<file path="config.mk">
export PLATFORM = sky130hd
export DESIGN_NAME = wpg_gate
export DESIGN_NICKNAME = d
export VERILOG_FILES = /design/src/rtl/wpg_pkg.sv /design/src/rtl/wpg_blockmap.sv /design/src/rtl/wpg_protreg.sv /design/src/rtl/wpg_datapath.sv /design/src/rtl/wpg_control.sv /design/src/rtl/wpg_gate.sv
export SDC_FILE = /design/constraint.sdc
export NUM_CORES = 1
export LEC_CHECK = 0
export ABC_AREA = 1
export ABC_CLOCK_PERIOD_IN_PS = 2100
export BUFFER_PORTS_ARGS = -buffer_cell sky130_fd_sc_hd__buf_2
export CORE_AREA = 2 2 96 98
export CTS_BUF_LIST = sky130_fd_sc_hd__clkbuf_8
export DETAILED_ROUTE_END_ITERATION = 8
export DIE_AREA = 0 0 98 100
export PLACE_DENSITY_LB_ADDON = 0.25
export SLEW_MARGIN = 20
export SYNTH_ARGS = -nofsm -noshare
export SYNTH_HDL_FRONTEND = slang
export SYNTH_SLANG_ARGS = --single-unit
</file>
<file path="constraint.sdc">
create_clock -name clk -period 2.1 [get_ports clk]
set_input_delay 0.105 -clock clk [delete_from_list [all_inputs] [get_ports clk]]
set_output_delay 0.105 -clock clk [all_outputs]
set_load 0.05 [all_outputs]
</file>
<file path="src/rtl/wpg_pkg.sv">
package wpg_pkg;

  // Strobes issued by the control to the datapath output stage.
  typedef struct packed {
    logic grant;
    logic reject;
    logic bank;
  } wpgStrobe_t;

endpackage

</file>
<file path="src/rtl/wpg_blockmap.sv">
module wpg_blockmap #(
  parameter int SECT_W     = 6,
  parameter int SUB_W      = 3,
  parameter int BOOT_GUARD = 2,
  parameter int IDX_W      = 7
) (
  input  logic [SECT_W+SUB_W-1:0] blkAddr,
  input  logic                    topBoot,
  output logic [IDX_W-1:0]        blkIdx,
  output logic                    outerHit,
  output logic                    bankSel
);

  localparam int PARAMS = 1 << SUB_W;
  localparam int MAINS  = (1 << SECT_W) - 1;
  localparam logic [SECT_W-1:0] LAST_SECT = '1;
  localparam logic [SUB_W-1:0]  GUARD_HI  = SUB_W'(PARAMS - BOOT_GUARD);
  localparam logic [SUB_W-1:0]  GUARD_LO  = SUB_W'(BOOT_GUARD);

  logic [SECT_W-1:0] sector;
  logic [SUB_W-1:0]  sub;

  assign sector  = blkAddr[SECT_W+SUB_W-1:SUB_W];
  assign sub     = blkAddr[SUB_W-1:0];
  assign bankSel = blkAddr[SECT_W+SUB_W-1];

  always_comb begin
    blkIdx   = IDX_W'(sector);
    outerHit = 1'b0;
    if (topBoot) begin
      if (sector == LAST_SECT) begin
        blkIdx   = IDX_W'(MAINS) + IDX_W'(sub);
        outerHit = (sub >= GUARD_HI);
      end
    end else begin
      if (sector == '0) begin
        blkIdx   = IDX_W'(sub);
        outerHit = (sub < GUARD_LO);
      end else begin
        blkIdx = IDX_W'(sector) + IDX_W'(PARAMS - 1);
      end
    end
  end

endmodule

</file>
<file path="src/rtl/wpg_protreg.sv">
module wpg_protreg #(
  parameter int NBLK  = 71,
  parameter int IDX_W = 7
) (
  input  logic             clk,
  input  logic             rstAll,
  input  logic             protWe,
  input  logic [IDX_W-1:0] protIdx,
  input  logic             protVal,
  input  logic [IDX_W-1:0] rdIdx,
  output logic             rdBit
);

  logic [NBLK-1:0] protVec;

  for (genvar b = 0; b < NBLK; b++) begin : g_bit
    logic bitQ;
    always_ff @(posedge clk or negedge rstAll) begin
      if (!rstAll)                               bitQ <= 1'b0;
      else if (protWe && protIdx == IDX_W'(b))   bitQ <= protVal;
    end
    assign protVec[b] = bitQ;
  end

  assign rdBit = protVec[rdIdx];

endmodule

</file>
<file path="src/rtl/wpg_datapath.sv">
module wpg_datapath
  import wpg_pkg::*;
#(
  parameter int SECT_W     = 6,
  parameter int SUB_W      = 3,
  parameter int BOOT_GUARD = 2,
  parameter int NBLK       = 71,
  parameter int IDX_W      = 7
) (
  input  logic                    clk,
  input  logic                    rstAll,
  input  logic                    porN,
  input  logic                    topBoot,
  input  logic                    wpN,
  input  logic                    tempUnprot,
  input  logic                    protWe,
  input  logic [IDX_W-1:0]        protIdx,
  input  logic                    protVal,
  input  logic                    extLockSet,
  input  logic                    reqExt,
  input  logic [SECT_W+SUB_W-1:0] reqBlkAddr,
  input  wpgStrobe_t              stb,
  output logic                    protDeny,
  output logic                    bankSel,
  output logic                    outerHit,
  output logic                    extLocked,
  output logic                    grant,
  output logic                    reject,
  output logic                    reqBank
);

  logic [IDX_W-1:0] blkIdx;
  logic             blkProt;
  logic             denyExt, denyWp, denyBit;

  wpg_blockmap #(
    .SECT_W(SECT_W), .SUB_W(SUB_W), .BOOT_GUARD(BOOT_GUARD), .IDX_W(IDX_W)
  ) u_map (
    .blkAddr(reqBlkAddr), .topBoot(topBoot),
    .blkIdx(blkIdx), .outerHit(outerHit), .bankSel(bankSel)
  );

  wpg_protreg #(.NBLK(NBLK), .IDX_W(IDX_W)) u_prot (
    .clk(clk), .rstAll(rstAll), .protWe(protWe), .protIdx(protIdx),
    .protVal(protVal), .rdIdx(blkIdx), .rdBit(blkProt)
  );

  // Sticky extended-block lock: only power-on clears it.
  always_ff @(posedge clk or negedge porN) begin
    if (!porN)           extLocked <= 1'b0;
    else if (extLockSet) extLocked <= 1'b1;
  end

  // Layered verdict: extended lock, then write-protect pin, then per-block bit.
  always_comb begin
    denyExt  = reqExt & extLocked;
    denyWp   = ~reqExt & outerHit & ~wpN;
    denyBit  = ~reqExt & blkProt & ~tempUnprot;
    protDeny = denyExt | denyWp | denyBit;
  end

  always_ff @(posedge clk or negedge rstAll) begin
    if (!rstAll) begin
      grant   <= 1'b0;
      reject  <= 1'b0;
      reqBank <= 1'b0;
    end else begin
      grant  <= stb.grant;
      reject <= stb.reject;
      if (stb.grant || stb.reject) reqBank <= stb.bank;
    end
  end

endmodule

</file>
<file path="src/rtl/wpg_control.sv">
module wpg_control
  import wpg_pkg::*;
(
  input  logic       clk,
  input  logic       rstAll,
  input  logic       reqValid,
  input  logic       protDeny,
  input  logic       bankSel,
  input  logic       opDone,
  output wpgStrobe_t stb,
  output logic       busy,
  output logic       activeBank
);

  logic conflict;

  always_comb begin
    conflict   = busy & (bankSel != activeBank);
    stb.grant  = reqValid & ~protDeny & ~conflict;
    stb.reject = reqValid & ~stb.grant;
    stb.bank   = bankSel;
  end

  always_ff @(posedge clk or negedge rstAll) begin
    if (!rstAll) begin
      busy       <= 1'b0;
      activeBank <= 1'b0;
    end else if (stb.grant) begin
      busy       <= 1'b1;
      activeBank <= bankSel;
    end else if (opDone) begin
      busy       <= 1'b0;
    end
  end

endmodule

</file>
<file path="src/rtl/wpg_gate.sv">
module wpg_gate
  import wpg_pkg::*;
#(
  parameter int ADDR_W      = 21,
  parameter int MAIN_SHIFT  = 15,
  parameter int PARAM_SHIFT = 12,
  parameter int BOOT_GUARD  = 2,
  localparam int SECT_W = ADDR_W - MAIN_SHIFT,
  localparam int SUB_W  = MAIN_SHIFT - PARAM_SHIFT,
  localparam int NBLK   = (1 << SECT_W) - 1 + (1 << SUB_W),
  localparam int IDX_W  = $clog2(NBLK),
  localparam int BA_W   = ADDR_W - PARAM_SHIFT
) (
  input  logic             clk,
  input  logic             porN,
  input  logic             rstN,
  input  logic             topBoot,
  input  logic             wpN,
  input  logic             tempUnprot,
  input  logic             protWe,
  input  logic [IDX_W-1:0] protIdx,
  input  logic             protVal,
  input  logic             extLockSet,
  input  logic             reqValid,
  input  logic             reqExt,
  input  logic [BA_W-1:0]  reqBlkAddr,
  input  logic             opDone,
  output logic             grant,
  output logic             reject,
  output logic             reqBank,
  output logic             busy,
  output logic             activeBank
);

  logic       rstAll;
  logic       protDeny, bankSel, outerHit, extLocked;
  wpgStrobe_t stb;

  assign rstAll = rstN & porN;

  wpg_datapath #(
    .SECT_W(SECT_W), .SUB_W(SUB_W), .BOOT_GUARD(BOOT_GUARD),
    .NBLK(NBLK), .IDX_W(IDX_W)
  ) u_dp (
    .clk(clk), .rstAll(rstAll), .porN(porN), .topBoot(topBoot), .wpN(wpN),
    .tempUnprot(tempUnprot), .protWe(protWe), .protIdx(protIdx),
    .protVal(protVal), .extLockSet(extLockSet), .reqExt(reqExt),
    .reqBlkAddr(reqBlkAddr), .stb(stb), .protDeny(protDeny),
    .bankSel(bankSel), .outerHit(outerHit), .extLocked(extLocked),
    .grant(grant), .reject(reject), .reqBank(reqBank)
  );

  wpg_control u_ctl (
    .clk(clk), .rstAll(rstAll), .reqValid(reqValid), .protDeny(protDeny),
    .bankSel(bankSel), .opDone(opDone), .stb(stb), .busy(busy),
    .activeBank(activeBank)
  );

endmodule

</file>
# Word level (Yosys, flattened, before mapping)
# Index checks and enable logic that the tools add are counted.
# totals
register_bits	77
inputBits	28
wordCells	257
# op_classes
addsub	2
order_cmp	3
eq_ne	72
n_mux	10
bitwise	18
n_reduce_logical	75
# op_table
operator	count
== test 7 x 6 -> 1 bit (second input constant)	32
== test 7 x 5 -> 1 bit (second input constant)	16
logical AND 1 bit	71
== test 7 x 4 -> 1 bit (second input constant)	8
== test 7 bit (second input constant)	7
== test 7 x 3 -> 1 bit (second input constant)	4
two-way mux 7 bit	3
== test 7 x 2 -> 1 bit (second input constant)	2
bitwise AND 1 bit	10
< comparator 7 x 8 -> 1 bit (second input constant)	1
adder 6 x 3 -> 7 bit (first input constant)	1
adder 6 x 3 -> 7 bit (second input constant)	1
binary-select mux 1 bit (select 7 bit)	1
== test 7 x 1 -> 1 bit (second input constant)	1
logical NOT 7 bit	1
== test 6 bit (second input constant)	1
logical NOT 6 bit	1
two-way mux 1 bit	6
NOT 1 bit	6
>= comparator 3 bit (second input constant)	1
< comparator 3 x 2 -> 1 bit (second input constant)	1
OR 1 bit	2
nonzero test 2 bit	1
logical OR 1 bit	1
inequality test 1 bit	1

# Longest topological paths before layout
# Gate-level depths: netlist of the first run.
# logic_depth
word_depth	14
mapped_depth	18
mapped_depth_nobuf	17

# Modules after synthesis
# Synthesis of the first run repeated with hierarchy kept, for this count alone.
# hier_totals
hier_cells	556
area_unflattened_um2	4317.9
# modules_own_cells
mod	instances	cells_per_inst	area_each_um2	seq_area_each_um2
wpg_protreg	1	439	3585.9	1776.7
wpg_blockmap	1	82	445.4	0.0
wpg_datapath	1	15	151.4	100.1
wpg_control	1	18	127.6	50.0
wpg_gate	1	2	7.5	0.0

# Worst setup path before layout of the first run
# Ideal clock, no wire load.
# synth_timing
path_type	input -> register
start	input port reqBlkAddr[3]
end	register u_ctl.busy
setup_ns	0.122
t_arrival_ns	1.653
required_ns	1.978
setup_slack_ns	0.325
path_stages	16
n_path_buf	1
cell_sequence	inv_1 ha_1 nand3_2 nand2_1 nand3_1 nand2_4 buf_2 nand2_1 nand3_1 nand3_1 nand3_1 nand3_1 nand3_1 nand3_2 nand2_2 o21ai_1
# synth_via
elab_chain_len	12
word_cells_on_any_way	22
cone_classes	1 x add/sub; 1 x eq/ne; 9 x mux; 9 x bitwise; 2 x reduce/logical
# synth_rtl
element	line	text
start, declared	wpg_gate.sv:26	input logic [BA_W-1:0] reqBlkAddr,
adder 6 x 3 -> 7 bit, or another cell as far along	wpg_blockmap.sv:40	blkIdx = IDX_W'(sector) + IDX_W'(PARAMS - 1);
two-way mux 7 bit, on equally long branches	wpg_blockmap.sv:36, wpg_blockmap.sv:31	
two-way mux 7 bit	wpg_blockmap.sv:30	if (topBoot) begin
binary-select mux 1 bit (select 7 bit)	wpg_protreg.sv:25	assign rdBit = protVec[rdIdx];
two-way mux 1 bit (implied by the code)	wpg_protreg.sv:25	
bitwise AND 1 bit (2 in series)	wpg_datapath.sv:58	denyBit = ~reqExt & blkProt & ~tempUnprot;
OR 1 bit *	wpg_datapath.sv:59	protDeny = denyExt | denyWp | denyBit;
NOT 1 bit *	wpg_control.sv:19	stb.grant = reqValid & ~protDeny & ~conflict;
bitwise AND 1 bit * (2 in series)	wpg_control.sv:19	
two-way mux 1 bit / nonzero test 2 bit (equally long branches)	-	
end signal, assigned	wpg_control.sv:26	busy <= 1'b0;
end signal, assigned	wpg_control.sv:29	busy <= 1'b1;
end signal, assigned	wpg_control.sv:32	busy <= 1'b0;
end, declared	wpg_control.sv:11	output logic busy,
# Mark *: on every way between the ends. The rest lies on a longest branch, timed or not. The select of a mux whose other input is x is not followed.
# A chain may end at the register's enable or synchronous reset.

# Worst setup path in the final report of the first run
# layout_timing
start	input port reqBlkAddr[3]
end	register u_ctl.activeBank
# layout_via
elab_chain_len	11
word_cells_on_any_way	20
cone_classes	1 x add/sub; 1 x eq/ne; 8 x mux; 9 x bitwise; 1 x reduce/logical
# layout_rtl
element	line	text
adder 6 x 3 -> 7 bit, or another cell as far along	wpg_blockmap.sv:40	
two-way mux 7 bit, on equally long branches	wpg_blockmap.sv:36, wpg_blockmap.sv:31	
two-way mux 7 bit	wpg_blockmap.sv:30	
binary-select mux 1 bit (select 7 bit)	wpg_protreg.sv:25	
two-way mux 1 bit (implied by the code)	wpg_protreg.sv:25	
bitwise AND 1 bit (2 in series)	wpg_datapath.sv:58	
OR 1 bit *	wpg_datapath.sv:59	
NOT 1 bit *	wpg_control.sv:19	
bitwise AND 1 bit * (2 in series)	wpg_control.sv:19	
end signal, assigned	wpg_control.sv:30	activeBank <= bankSel;
end, declared	wpg_control.sv:12	output logic activeBank
# Marked as above.

==> metrics.md, run 1 <==
| Metric | Value |
|---|---|
| Outcome | complete, no violations |
| Routed via count | 4261 |
| Critical Path AT | 2.17 ns |
| Chip Width | 98 um |
| DRC | 0 |
| Final wirelength | 12190 um |
| Area occupied by multi-input gates | 2162 sq um |
| Die Area | 9800 sq um |
| Pwr/cell area | 727.3 nW/um^2 |
| Final ANT Viol Nets | 0 |
| # resized after CTS | 0 |
| TritonCTS clock tree | built |
| Tcrit/Tclk final | 91.60% |
| Leak | 2.630 nW |
| Global-route track usage on met1 | 36.02% |
| Post-Place Setup Slack | -0.1533 ns |
| Hold Crit Class | primary input to async pin |
| Starting DRT DRC Count | 424 |
| Die H | 100 um |
| Area contributors post-synth | dfrtp_1 43%, nand3_1 9.7%, nand2_1 9.3% |
| Final instance area | 5151 sq um |
| Layout cell share with drive strength beyond 1 | 16.83% |
| Required @ worst endpoint | 2.35 ns |
| Port bufs | 32 |
| Synth Register Bits | 77 |
| Adder-cell area share of the yosys netlist | 1.399% |
| GRT Util Overall | 25.93% |
| Post-synth ARST share | 100.0% |
| Yosys cell types | 34 |
| Met3 Resource Use GR | 4.735% |
| Crit path time final | 1.924 ns |
| H-tree Lvls | 3 |
| CP max stage delay | 0.24 ns |
| Routing usage on met2 | 40.94% |
| Initial Util | 50.29% |
| Placed cell count | 720 |
| Sequential cell area | 1927 sq um |
| Avg Cell Area, Syn | 7.734 sq um |
| Reg2Reg Depth | 10 |
| Clk sinks | 77 |
| RSZ-0062 raised after global routing | false |
| Cell count after synthesis | 578 |
| Placed Area | 4892 sq um |
| Grt ovf | 0 |
| CP Cell Sequence | buf_2, inv_1, ha_1, nand3_2, o21ai_0, nand2_1, o21ai_4, inv_2, nand3_1, nand3_1, nand3_1, nand3_1, nand3_2, nand2_2, nand2_1, nand2_1 |
| N_diodes | 0 |
| WL/cell | 16.45 um |
| Worst-Margin Slew | 0.6642 ns |
| Hpwl dp | 8533 um |
| Critical path class | primary input to flop |
| Critical Path Slowest Stage Cell | ha_1 |
| Cell family with most CP delay | simple AND/OR/NAND/NOR gates |
| Simple logic cell fraction of the synthesized area | 27.12% |
| Final hold vios | 0 |
| CP startpoint kind | primary input |
| Reg-to-reg critical path startpoint | u_dp.u_prot.g_bit[58].bitQ |
| Most common cell in the netlist | nand2_1 |
| Mapped Nets | 611 |
| Sequential share of the synthesized area | 43.10% |
| I/O pin total | 33 |
| Cell Rows | 35 |
| Nets@finish | 658 |
| First drt pass iteration count | 5 |
| Layout area overhead | 15.23% |
| Crit path max fanout | 9 |
| Clock root cell | clkbuf_8 |
| Clock-pin slew on the worst setup and hold paths | 0.08 ns |
| YS warnings | 0 |
| Top_reg_cell synth | dfrtp_1 |
| Synth Area in Compound Gates | 16.12% |
| Peak supply drop | 0.0003190 V |
| Slew HR | 55.67% |
| Buffer and inverter count on the worst path | 3 |
| CP endpoint kind | flop |
| Max cap viols | 0 |
| Slew Viols, Final | 0 |
| Filler instances | 829 |
| Largest net degree at the start of global routing | 52 |
| Final Skew | 0.009983 ns |
| Core box area | 8890 sq um |
| XOR/XNOR Fraction of Synth Area | 0.5877% |
| First-pass GRT wire length | 20190 um |
| Finish-stage setup viols | 0 |
| DR vias/cell | 5.750 |
| Mapped Area | 4471 sq um |
| Most used cell, CP | nand3_1 |
| Post-synth top area share | 43.10% |
| Gpl congestion | 0.8982 |
| Clk buf depth | 2 |
| Yosys top cell by area | dfrtp_1 |
| Skew-Pair Late Insertion Delay | 0.35 ns |
| Largest family of logic cells by synthesized area | simple AND/OR/NAND/NOR gates |
| Fmax | 519.9 MHz |
| Number of synthesized flops with an enable pin | 0 |
| R2R setup slack | 0.69 ns |
| GRT busiest layer | met2 |
| Final WS setup | 0.1765 ns |
| Mux share of post-synthesis cell area | 2.911% |
| TritonCTS Buffers | 9 |
| Post-synth top cells | 111 x nand2_1, 87 x nand3_1, 77 x dfrtp_1 |
| Setup_tns | 0 ns |
| Final std cells w/o fill | 741 |
| Vias in the first global route | 3948 |
| End of the worst register-to-register path | u_ctl.activeBank |
| Initial antenna violation count | 0 |
routing by layer:
layer / vias to the layer above / routed length [um]
li1: 2059 / -
met3: 21 / 695
met4: 0 / 325
met5: - / 0
met2: 157 / 5737
met1: 2024 / 5428
registers in the layout (all words and copies together), names as in the netlist:
signal,count
u_dp.reqBank,1
u_dp.u_prot.g_bit.bitQ,71
u_ctl.busy,1
u_dp.reject,1
u_dp.grant,1
u_dp.extLocked,1
u_ctl.activeBank,1
final cells by class:
type | instances | area share, %
clock buffers | 10 | 2.672
clock inverters | 6 | 1.385
inverters | 61 | 4.494
multi-input cells | 411 | 41.97
flip-flops and latches | 77 | 37.41
well taps | 111 | 2.696
repair buffers | 65 | 9.376
layout by cell type (no fill, tap or decap), drive strengths merged:
cell type | netlist | layout
nand2 | 116 | 116
nand3 | 93 | 93
dfrtp | 77 | 77
inv | 61 | 62
a21oi | 61 | 61
buf | 14 | 60
a31oi | 47 | 47
nor2 | 43 | 43
mux2i | 13 | 13
o21ai | 13 | 13
clkbuf | 15 | 10
nor3 | 7 | 7
ha | 5 | 5
dlygate4sd3 | 0 | 5
nand4 | 3 | 3
or2 | 3 | 3
clkinv | 0 | 3
xnor2 | 2 | 2
o211ai | 2 | 2
o21bai | 1 | 1
xor2 | 1 | 1
o31ai | 1 | 1
clkinvlp | 0 | 1
bufinv | 0 | 1
power breakdown:
group | switching, W | leakage [nW] | internal [W]
logic | 0.000506 | 1.50 | 0.000302
clock network | 0.000581 | 0.104 | 0.000592
registers | 0.000109 | 1.03 | 0.00166
how the worst max path moves through the flow:
stage,startpoint,to,slack (ns),cells past startpoint
6_report,reqBlkAddr[3],u_ctl.activeBank,0.18,16
5_1_grt,reqBlkAddr[3],u_ctl.activeBank,0.03,17
4_1_cts,reqBlkAddr[3],u_ctl.activeBank,0.22,17
3_5_place_dp,reqBlkAddr[0],u_ctl.activeBank,-0.15,17
3_3_place_gp,reqBlkAddr[0],u_ctl.activeBank,-0.10,17
2_1_floorplan,rstN,u_ctl.activeBank,0.02,2
worst register-to-register path, stage by stage, from the launching register on:
cell,delay (ns)
dfrtp_1,0.41
nand2_1,0.07
nand3_1,0.09
nand3_1,0.09
nand3_1,0.13
nand3_1,0.14
nand3_1,0.09
nand3_2,0.10
nand2_2,0.07
nand2_1,0.07
nand2_1,0.04
per-stage QoR:
stage / util (%) / total power, W / hold slack, ns
2_1_floorplan: - / 0.002328 / -0.1906
3_3_place_gp: 55.03 / 0.002564 / -0.1139
3_5_place_dp: 55.03 / 0.002585 / -0.1065
4_1_cts: 57.95 / 0.003768 / 0.02823
5_1_grt: 57.95 / 0.003953 / 0.04880
6_report: 57.95 / 0.003747 / 0.05357
kinds of logic after synthesis:
group           Yosys count
simple gates            265
compound gates          125
buf+inv                  90
flops                    77
mux                      13
fa+ha+maj                 5
xor+xnor                  3
timing repair:
item | CTS | global route
endpoints found under the hold margin | 23 | 0
hold buffers | 5 | 0
setup buffers | 0 | 0
No activity file was read; power rests on OpenSTA's default activity.
==> run 2, diff against run 1 <==
--- a/config.mk
+++ b/config.mk
@@ -10,8 +10,10 @@
 export BUFFER_PORTS_ARGS = -buffer_cell sky130_fd_sc_hd__buf_2
 export CORE_AREA = 2 2 96 98
 export CTS_BUF_LIST = sky130_fd_sc_hd__clkbuf_8
+export CTS_CLUSTER_DIAMETER = 50
 export DETAILED_ROUTE_END_ITERATION = 8
 export DIE_AREA = 0 0 98 100
+export HOLD_SLACK_MARGIN = 0.15
 export PLACE_DENSITY_LB_ADDON = 0.25
 export SLEW_MARGIN = 20
 export SYNTH_ARGS = -nofsm -noshare
==> run 2 against run 1 <==
- count of clock-buffer cells in the layout is the same
- first-iteration DRC count fell by 5.9%
- wire length is 0.37% higher
- global-route usage about the same
- sequential power barely moved
- sequential cell count is the same
- total power rose by 0.26%
- final cell count is 0.13% higher
- critical path depth unchanged
- sequential share of layout area down 0.073 points
- final area grew 0.19%
- register-to-register slack about the same
==> metrics.md, run 2 (synthesis results as in run 1) <==
| Metric | Value |
|---|---|
| Outcome | complete, no violations (unchanged) |
| Filler instances | 828 (was 829) |
| Core box area | 8890 sq um (unchanged) |
| Peak supply drop | 0.0003199 V (was 0.0003190 V) |
| Total power | 0.003756 W (was 0.003747 W) |
| Port bufs | 32 (unchanged) |
| # hold bufs at CTS | 6 (was 5) |
| Required @ worst endpoint | 2.35 ns (about the same) |
| Initial Util | 50.29% (unchanged) |
| Crit path time final | 1.921 ns (was 1.924 ns) |
| Power Internal | 0.002551 W (was 0.002550 W) |
| Gpl congestion | 0.8982 (unchanged) |
| Chip Width | 98 um (unchanged) |
| Leak | 2.634 nW (was 2.630 nW) |
| CP Cell Sequence | buf_2, inv_1, ha_1, nand3_2, o21ai_0, nand2_1, o21ai_4, inv_2, nand3_1, nand3_1, nand3_1, nand3_1, nand3_2, nand2_2, nand2_1, nand2_1 (unchanged) |
| Total net switching power | 0.001205 W (was 0.001197 W) |
| Critical Path AT | 2.18 ns (was 2.17 ns) |
| Die Area | 9800 sq um (unchanged) |
| Uppermost layer routed | met4 (unchanged) |
| Hold Crit Class | primary input to flop (was primary input to async pin) |
| Die H | 100 um (unchanged) |
| Largest net degree at the start of global routing | 52 (unchanged) |
| Clock power frac | 31.4% (was 31.3%) |
| Clk sinks | 77 (unchanged) |
| Worst Hold Slack | 0.1663 ns (was 0.05357 ns) |
| Grt ovf | 0 (unchanged) |
| Critical path class | primary input to flop (unchanged) |
| Layout cell share with drive strength beyond 1 | 16.80% (was 16.83%) |
| TritonCTS Buffers | 9 (unchanged) |
| Max reg flops | 71 (unchanged) |
| Layout area overhead | 15.45% (was 15.23%) |
| Vias in the first global route | 3948 (unchanged) |
| Critical Path Slowest Stage Cell | ha_1 (unchanged) |
| CP max stage delay | 0.24 ns (about the same) |
| First-pass GRT wire length | 20200 um (was 20190 um) |
| GRT Util Overall | 25.96% (was 25.93%) |
| Final hold vios | 0 (unchanged) |
| Clk buf depth | 2 (unchanged) |
| CP endpoint kind | flop (unchanged) |
| Finish-stage setup viols | 0 (unchanged) |
| Worst-Margin Slew | 0.6857 ns (was 0.6642 ns) |
| Slew Viols, Final | 0 (unchanged) |
| Clock root cell | clkbuf_8 (unchanged) |
| Crit path max fanout | 9 (unchanged) |
| WL/cell | 16.48 um (was 16.45 um) |
| Hpwl dp | 8533 um (unchanged) |
| Met2 routed wirelength | 5677 um (was 5737 um) |
| Clock-pin slew on the worst setup and hold paths | 0.08 ns (about the same) |
| Fmax | 520.6 MHz (was 519.9 MHz) |
| Final Skew | 0.01019 ns (was 0.009983 ns) |
| Commonest non-fill, non-tap cells in the layout | 111 x nand2_1, 87 x nand3_1, 77 x dfrtp_1, 58 x a21oi_1, 55 x inv_1 (unchanged) |
| Cell Rows | 35 (unchanged) |
| Most used cell, CP | nand3_1 (unchanged) |
| Nets@finish | 659 (was 658) |
| DR vias/cell | 5.787 (was 5.750) |
| Cell family with most CP delay | simple AND/OR/NAND/NOR gates (unchanged) |
| Routed length on met1 | 5464 um (was 5428 um) |
| Final Util | 58.06% (was 57.95%) |
| Initial antenna violation count | 0 (unchanged) |
| Comb power frac | 21.6% (about the same) |
| H-tree Lvls | 3 (unchanged) |
| Skew-Pair Late Insertion Delay | 0.35 ns (about the same) |
| Reg power frac | 47.0% (was 47.1%) |
| CP startpoint kind | primary input (unchanged) |
| Pwr/cell area | 727.8 nW/um^2 (was 727.3 nW/um^2) |
| Final ANT Viol Nets | 0 (unchanged) |
| Final wirelength | 12230 um (was 12190 um) |
| TritonCTS clock tree | built (unchanged) |
| First drt pass iteration count | 5 (unchanged) |
| Post-CTS Setup Bufs | 0 (unchanged) |
| RSZ-0062 raised after global routing | false (unchanged) |
| Slew HR | 54.23% (was 55.67%) |
| Max cap viols | 0 (unchanged) |
| Routed via count | 4294 (was 4261) |
| # resized after CTS | 0 (unchanged) |
| N_diodes | 0 (unchanged) |
| DR WL met3 | 757 um (was 695 um) |
| Largest Register | u_dp.u_prot.g_bit.bitQ (unchanged) |
| Most common cell after layout, fill and taps aside | nand2_1 (unchanged) |
| I/O pin total | 33 (unchanged) |
| Tcrit/Tclk final | 91.47% (was 91.60%) |
| Starting DRT DRC Count | 399 (was 424) |
| Switching Share | 32.08% (was 31.94%) |
| Buffer and inverter count on the worst path | 3 (unchanged) |
| DRC | 0 (unchanged) |
-- run 2: changes by cell type in the layout (fill, tap and decap cells not counted), sizes merged --
cell         before  now
dlygate4sd3       5    6
-- run 2: layer usage --
metal	global-route usage (%)	vias to the layer above
met4	9.615	0
met3	4.735	24
met5	0	-
met1	36.02	2021
met2	41.04	184
li1	-	2065
-- run 2: power by group through the flow --
stage	clock [W]	sequential, W	combinational [W]
after floorplan	0	0.00180	0.000527
after global placement	0	0.00179	0.000777
after detailed placement	0	0.00179	0.000797
after CTS	0.00120	0.00176	0.000807
after global routing	0.00127	0.00178	0.000905
final	0.00118	0.00177	0.000811
-- run 2: path summary, 6_finish.rpt --
check / startpoint / to / slack (ns) / depth (start not counted)
setup reg to reg: u_dp.u_prot.g_bit[58].bitQ / u_ctl.activeBank / 0.70 / 10
max in group asynchronous: porN / u_dp.u_prot.g_bit[10].bitQ / 1.10 / 5
hold reg to reg: u_dp.reqBank / u_dp.reqBank / 0.47 / 2
hold / removal: reqBlkAddr[8] / u_dp.reqBank / 0.17 / 4
min in group asynchronous: rstN / u_dp.u_prot.g_bit[21].bitQ / 0.33 / 4
setup / recovery: reqBlkAddr[3] / u_ctl.activeBank / 0.18 / 16
-- run 2: stage by stage --
step,instances,setup WS [ns],cell area [sq um],setup TNS (ns)
CTS,742,0.2172,5161,0
floorplan,578,0.01713,4471,0
global placement,720,-0.1017,4892,-0.2769
finish,742,0.1791,5161,0
detailed placement,720,-0.1533,4892,-0.4652
global route,742,0.02790,5161,0
-- run 2: cell type report --
type,count,area (sq um),area share (%)
Multi-Input combinational cell,411,2162,41.89
Sequential cell,77,1927,37.33
Timing Repair Buffer,66,493.0,9.552
Inverter,61,231.5,4.485
Tap cell,111,138.9,2.691
Clock buffer,10,137.6,2.667
Clock inverter,6,71.32,1.382
-- run 2: worst register-to-register path: cells and delay by family (launching register included) --
family	cells	cell delay, ns
flops	1	0.40
simple gates	10	0.90
==> run 3, diff against run 2 <==
--- a/config.mk
+++ b/config.mk
@@ -7,12 +7,12 @@
 export LEC_CHECK = 0
 export ABC_AREA = 1
 export ABC_CLOCK_PERIOD_IN_PS = 2100
-export BUFFER_PORTS_ARGS = -buffer_cell sky130_fd_sc_hd__buf_2
-export CORE_AREA = 2 2 96 98
+export CORE_AREA = 2 2 94 96
 export CTS_BUF_LIST = sky130_fd_sc_hd__clkbuf_8
 export CTS_CLUSTER_DIAMETER = 50
 export DETAILED_ROUTE_END_ITERATION = 8
-export DIE_AREA = 0 0 98 100
+export DIE_AREA = 0 0 96 98
+export DONT_BUFFER_PORTS = 1
 export HOLD_SLACK_MARGIN = 0.15
 export PLACE_DENSITY_LB_ADDON = 0.25
 export SLEW_MARGIN = 20
==> run 3 against run 2 <==
- die area down 4.0%
- critical path depth down 10
- total power down 5.2%
- sequential cell count unchanged
- core utilization up 0.75 points
- count of clock-buffer cells in the layout down 1
- clock skew up 0.0063 ns
- final area down 3.5%
- final cell count down 4.6%
- via count down 3.0%
- largest cell class unchanged
==> metrics.md, run 3 (synthesis results as in run 1) <==
| Metric | Value |
|---|---|
| Outcome | complete, no violations (unchanged) |
| Comb power frac | 19.6% (was 21.6%) |
| Tcrit/Tclk final | 90.83% (was 91.47%) |
| Clock power frac | 29.4% (was 31.4%) |
| Reg power frac | 51.0% (was 47.0%) |
| H-tree Lvls | 3 (unchanged) |
| Nets@finish | 628 (was 659) |
| Slew Viols, Final | 0 (unchanged) |
| DR vias/cell | 5.883 (was 5.787) |
| Clock-pin slew on the worst setup and hold paths | 0.08 ns (about the same) |
| Post-CTS Setup Bufs | 0 (unchanged) |
| Critical Path AT | 2.41 ns (was 2.18 ns) |
| Largest net degree at the start of global routing | 71 (was 52) |
| Skew-Pair Late Insertion Delay | 0.36 ns (was 0.35 ns) |
| Required @ worst endpoint | 2.60 ns (was 2.35 ns) |
| Cell family with most CP delay | buffers and inverters (was simple AND/OR/NAND/NOR gates) |
| GRT busiest layer | met2 (unchanged) |
| Initial Util | 52.81% (was 50.29%) |
| I/O pin total | 33 (unchanged) |
| Starting DRT DRC Count | 456 (was 399) |
| RSZ-0062 raised after global routing | false (unchanged) |
| Setup_tns | 0 ns (unchanged) |
| CP endpoint kind | async pin (was flop) |
| Global-route track usage on met1 | 38.33% (was 36.02%) |
| TritonCTS clock tree | built (unchanged) |
| Initial antenna violation count | 0 (unchanged) |
| Most common cell after layout, fill and taps aside | nand2_1 (unchanged) |
| Routing usage on met2 | 40.49% (was 41.04%) |
| Clock root cell | clkbuf_8 (unchanged) |
| Buffer and inverter count on the worst path | 5 (was 3) |
| Largest Register | u_dp.u_prot.g_bit.bitQ (unchanged) |
| Cell Rows | 34 (was 35) |
| Clk buf depth | 2 (unchanged) |
| Final Util | 58.81% (was 58.06%) |
| Routed via count | 4165 (was 4294) |
| First drt pass iteration count | 5 (unchanged) |
| Final hold vios | 0 (unchanged) |
| Crit path time final | 1.907 ns (was 1.921 ns) |
| Power Internal | 0.002374 W (was 0.002551 W) |
| Critical Path Slowest Stage Cell | dlygate4sd3_1 (was ha_1) |
| Crit path max fanout | 70 (was 9) |
| CP max stage delay | 0.59 ns (was 0.24 ns) |
| CP Cell Sequence | dlygate4sd3_1, dlygate4sd3_1, nand2_1, dlygate4sd3_1, inv_2, buf_12 (was buf_2, inv_1, ha_1, nand3_2, o21ai_0, nand2_1, o21ai_4, inv_2, nand3_1, nand3_1, nand3_1, nand3_1, nand3_2, nand2_2, nand2_1, nand2_1) |
| Filler instances | 735 (was 828) |
| Leak | 2.476 nW (was 2.634 nW) |
| Final ANT Viol Nets | 0 (unchanged) |
| Layout cell share with drive strength beyond 1 | 10.83% (was 16.80%) |
| Die Area | 9408 sq um (was 9800 sq um) |
| Switching Share | 33.34% (was 32.08%) |
| Vias in the first global route | 3894 (was 3948) |
| Die H | 98 um (was 100 um) |
| Met3 Resource Use GR | 3.549% (was 4.735%) |
| Worst-Margin Slew | 0.7311 ns (was 0.6857 ns) |
| Gpl congestion | 0.8335 (was 0.8982) |
| Hpwl dp | 8028 um (was 8533 um) |
| CP startpoint kind | primary input (unchanged) |
| WL/cell | 16.69 um (was 16.48 um) |
| Max cap viols | 0 (unchanged) |
| Max reg flops | 71 (unchanged) |
| First-pass GRT wire length | 19480 um (was 20200 um) |
| Hold Crit Class | primary input to flop (unchanged) |
| Final Skew | 0.01652 ns (was 0.01019 ns) |
| Pwr/cell area | 715.2 nW/um^2 (was 727.8 nW/um^2) |
| Chip Width | 96 um (was 98 um) |
| Peak supply drop | 0.0004659 V (was 0.0003199 V) |
| Fmax | 524.3 MHz (was 520.6 MHz) |
| Core box area | 8466 sq um (was 8890 sq um) |
| Grt ovf | 0 (unchanged) |
| Commonest non-fill, non-tap cells in the layout | 111 x nand2_1, 87 x nand3_1, 76 x dfrtp_1, 58 x a21oi_1, 55 x inv_1 (was 111 x nand2_1, 87 x nand3_1, 77 x dfrtp_1, 58 x a21oi_1, 55 x inv_1) |
| Most used cell, CP | dlygate4sd3_1 (was nand3_1) |
| DRC | 0 (unchanged) |
| Slew HR | 51.21% (was 54.23%) |
| Final wirelength | 11820 um (was 12230 um) |
| Critical path class | primary input to async pin (was primary input to flop) |
| GRT Util Overall | 26.54% (was 25.96%) |
| Port bufs | 0 (was 32) |
| Layout area overhead | 11.36% (was 15.45%) |
| N_diodes | 0 (unchanged) |
| Total net switching power | 0.001187 W (was 0.001205 W) |
| TritonCTS Buffers | 9 (unchanged) |
| Clk sinks | 77 (unchanged) |
| Finish-stage setup viols | 0 (unchanged) |
==> run 3: cell count changes in the layout (fill, tap and decap cells not counted), sizes merged <==
| cell | before | now |
|---|---|---|
| buf | 60 | 18 |
| dlygate4sd3 | 6 | 17 |
| inv | 62 | 64 |
| bufinv | 1 | 0 |
| clkbuf | 10 | 9 |
==> run 3: worst min-delay path, cell delays in order <==
cell and delay (ns):
nor3_1 0.03, buf_4 0.14, nand3_1 0.09, a21oi_1 0.07, inv_1 0.04
==> run 3: stage by stage <==
stage	hold slack, ns	total power, W	setup WS [ns]	instances	cell area [sq um]
2_1_floorplan	-0.1906	0.002328	0.01713	578	4471
3_3_place_gp	-0.1906	0.002478	0.01649	675	4628
3_5_place_dp	-0.1906	0.002495	0.02015	675	4628
4_1_cts	0.1537	0.003558	0.07790	708	4977
5_1_grt	0.1608	0.003748	0.006986	708	4979
6_report	0.1555	0.003561	0.1927	708	4979
==> run 3: path summary, 6_finish.rpt <==
| check | from | to | slack [ns] | cells after the start |
|---|---|---|---|---|
| setup / recovery | porN | u_dp.u_prot.g_bit[26].bitQ | 0.19 | 6 |
| hold / removal | protIdx[6] | u_dp.u_prot.g_bit[34].bitQ | 0.16 | 5 |
| setup reg to reg | u_ctl.busy | u_dp.reject | 0.23 | 7 |
| hold reg to reg | u_dp.u_prot.g_bit[37].bitQ | u_dp.u_prot.g_bit[37].bitQ | 0.49 | 2 |
| max in group clk | u_ctl.busy | u_dp.reject | 0.23 | 7 |
| min in group asynchronous | porN | u_dp.extLocked | 0.50 | 2 |
==> run 3: cell type report <==
class	count	area, sq um	area share (%)
multi-input cells	411	2162	43.43
flip-flops and latches	77	1928	38.73
repair buffers	35	342.8	6.886
inverters	61	231.5	4.649
well taps	108	135.1	2.714
clock buffers	9	123.9	2.488
clock inverters	7	55.05	1.106
==> run 3: repair_timing <==
action                     CTS  global route
gates resized for setup      0             1
setup endpoints to repair    0             1
hold endpoints to repair   108             0
hold buffers                17             0
==> run 3: routing by layer <==
layer | share of wire, % | vias to the layer above
met1 | 45 | 1937
met5 | 0 | -
met4 | 2.7 | 0
li1 | - | 1987
met2 | 46 | 209
met3 | 6.5 | 32
==> run 3: power by group through the flow <==
| stage | clock network (W) | logic, W | registers [W] |
|---|---|---|---|
| floorplan | 0 | 0.000527 | 0.00180 |
| global placement | 0 | 0.000638 | 0.00184 |
| detailed placement | 0 | 0.000657 | 0.00184 |
| CTS | 0.00105 | 0.000693 | 0.00181 |
| global route | 0.00113 | 0.000787 | 0.00184 |
| finish | 0.00105 | 0.000698 | 0.00182 |
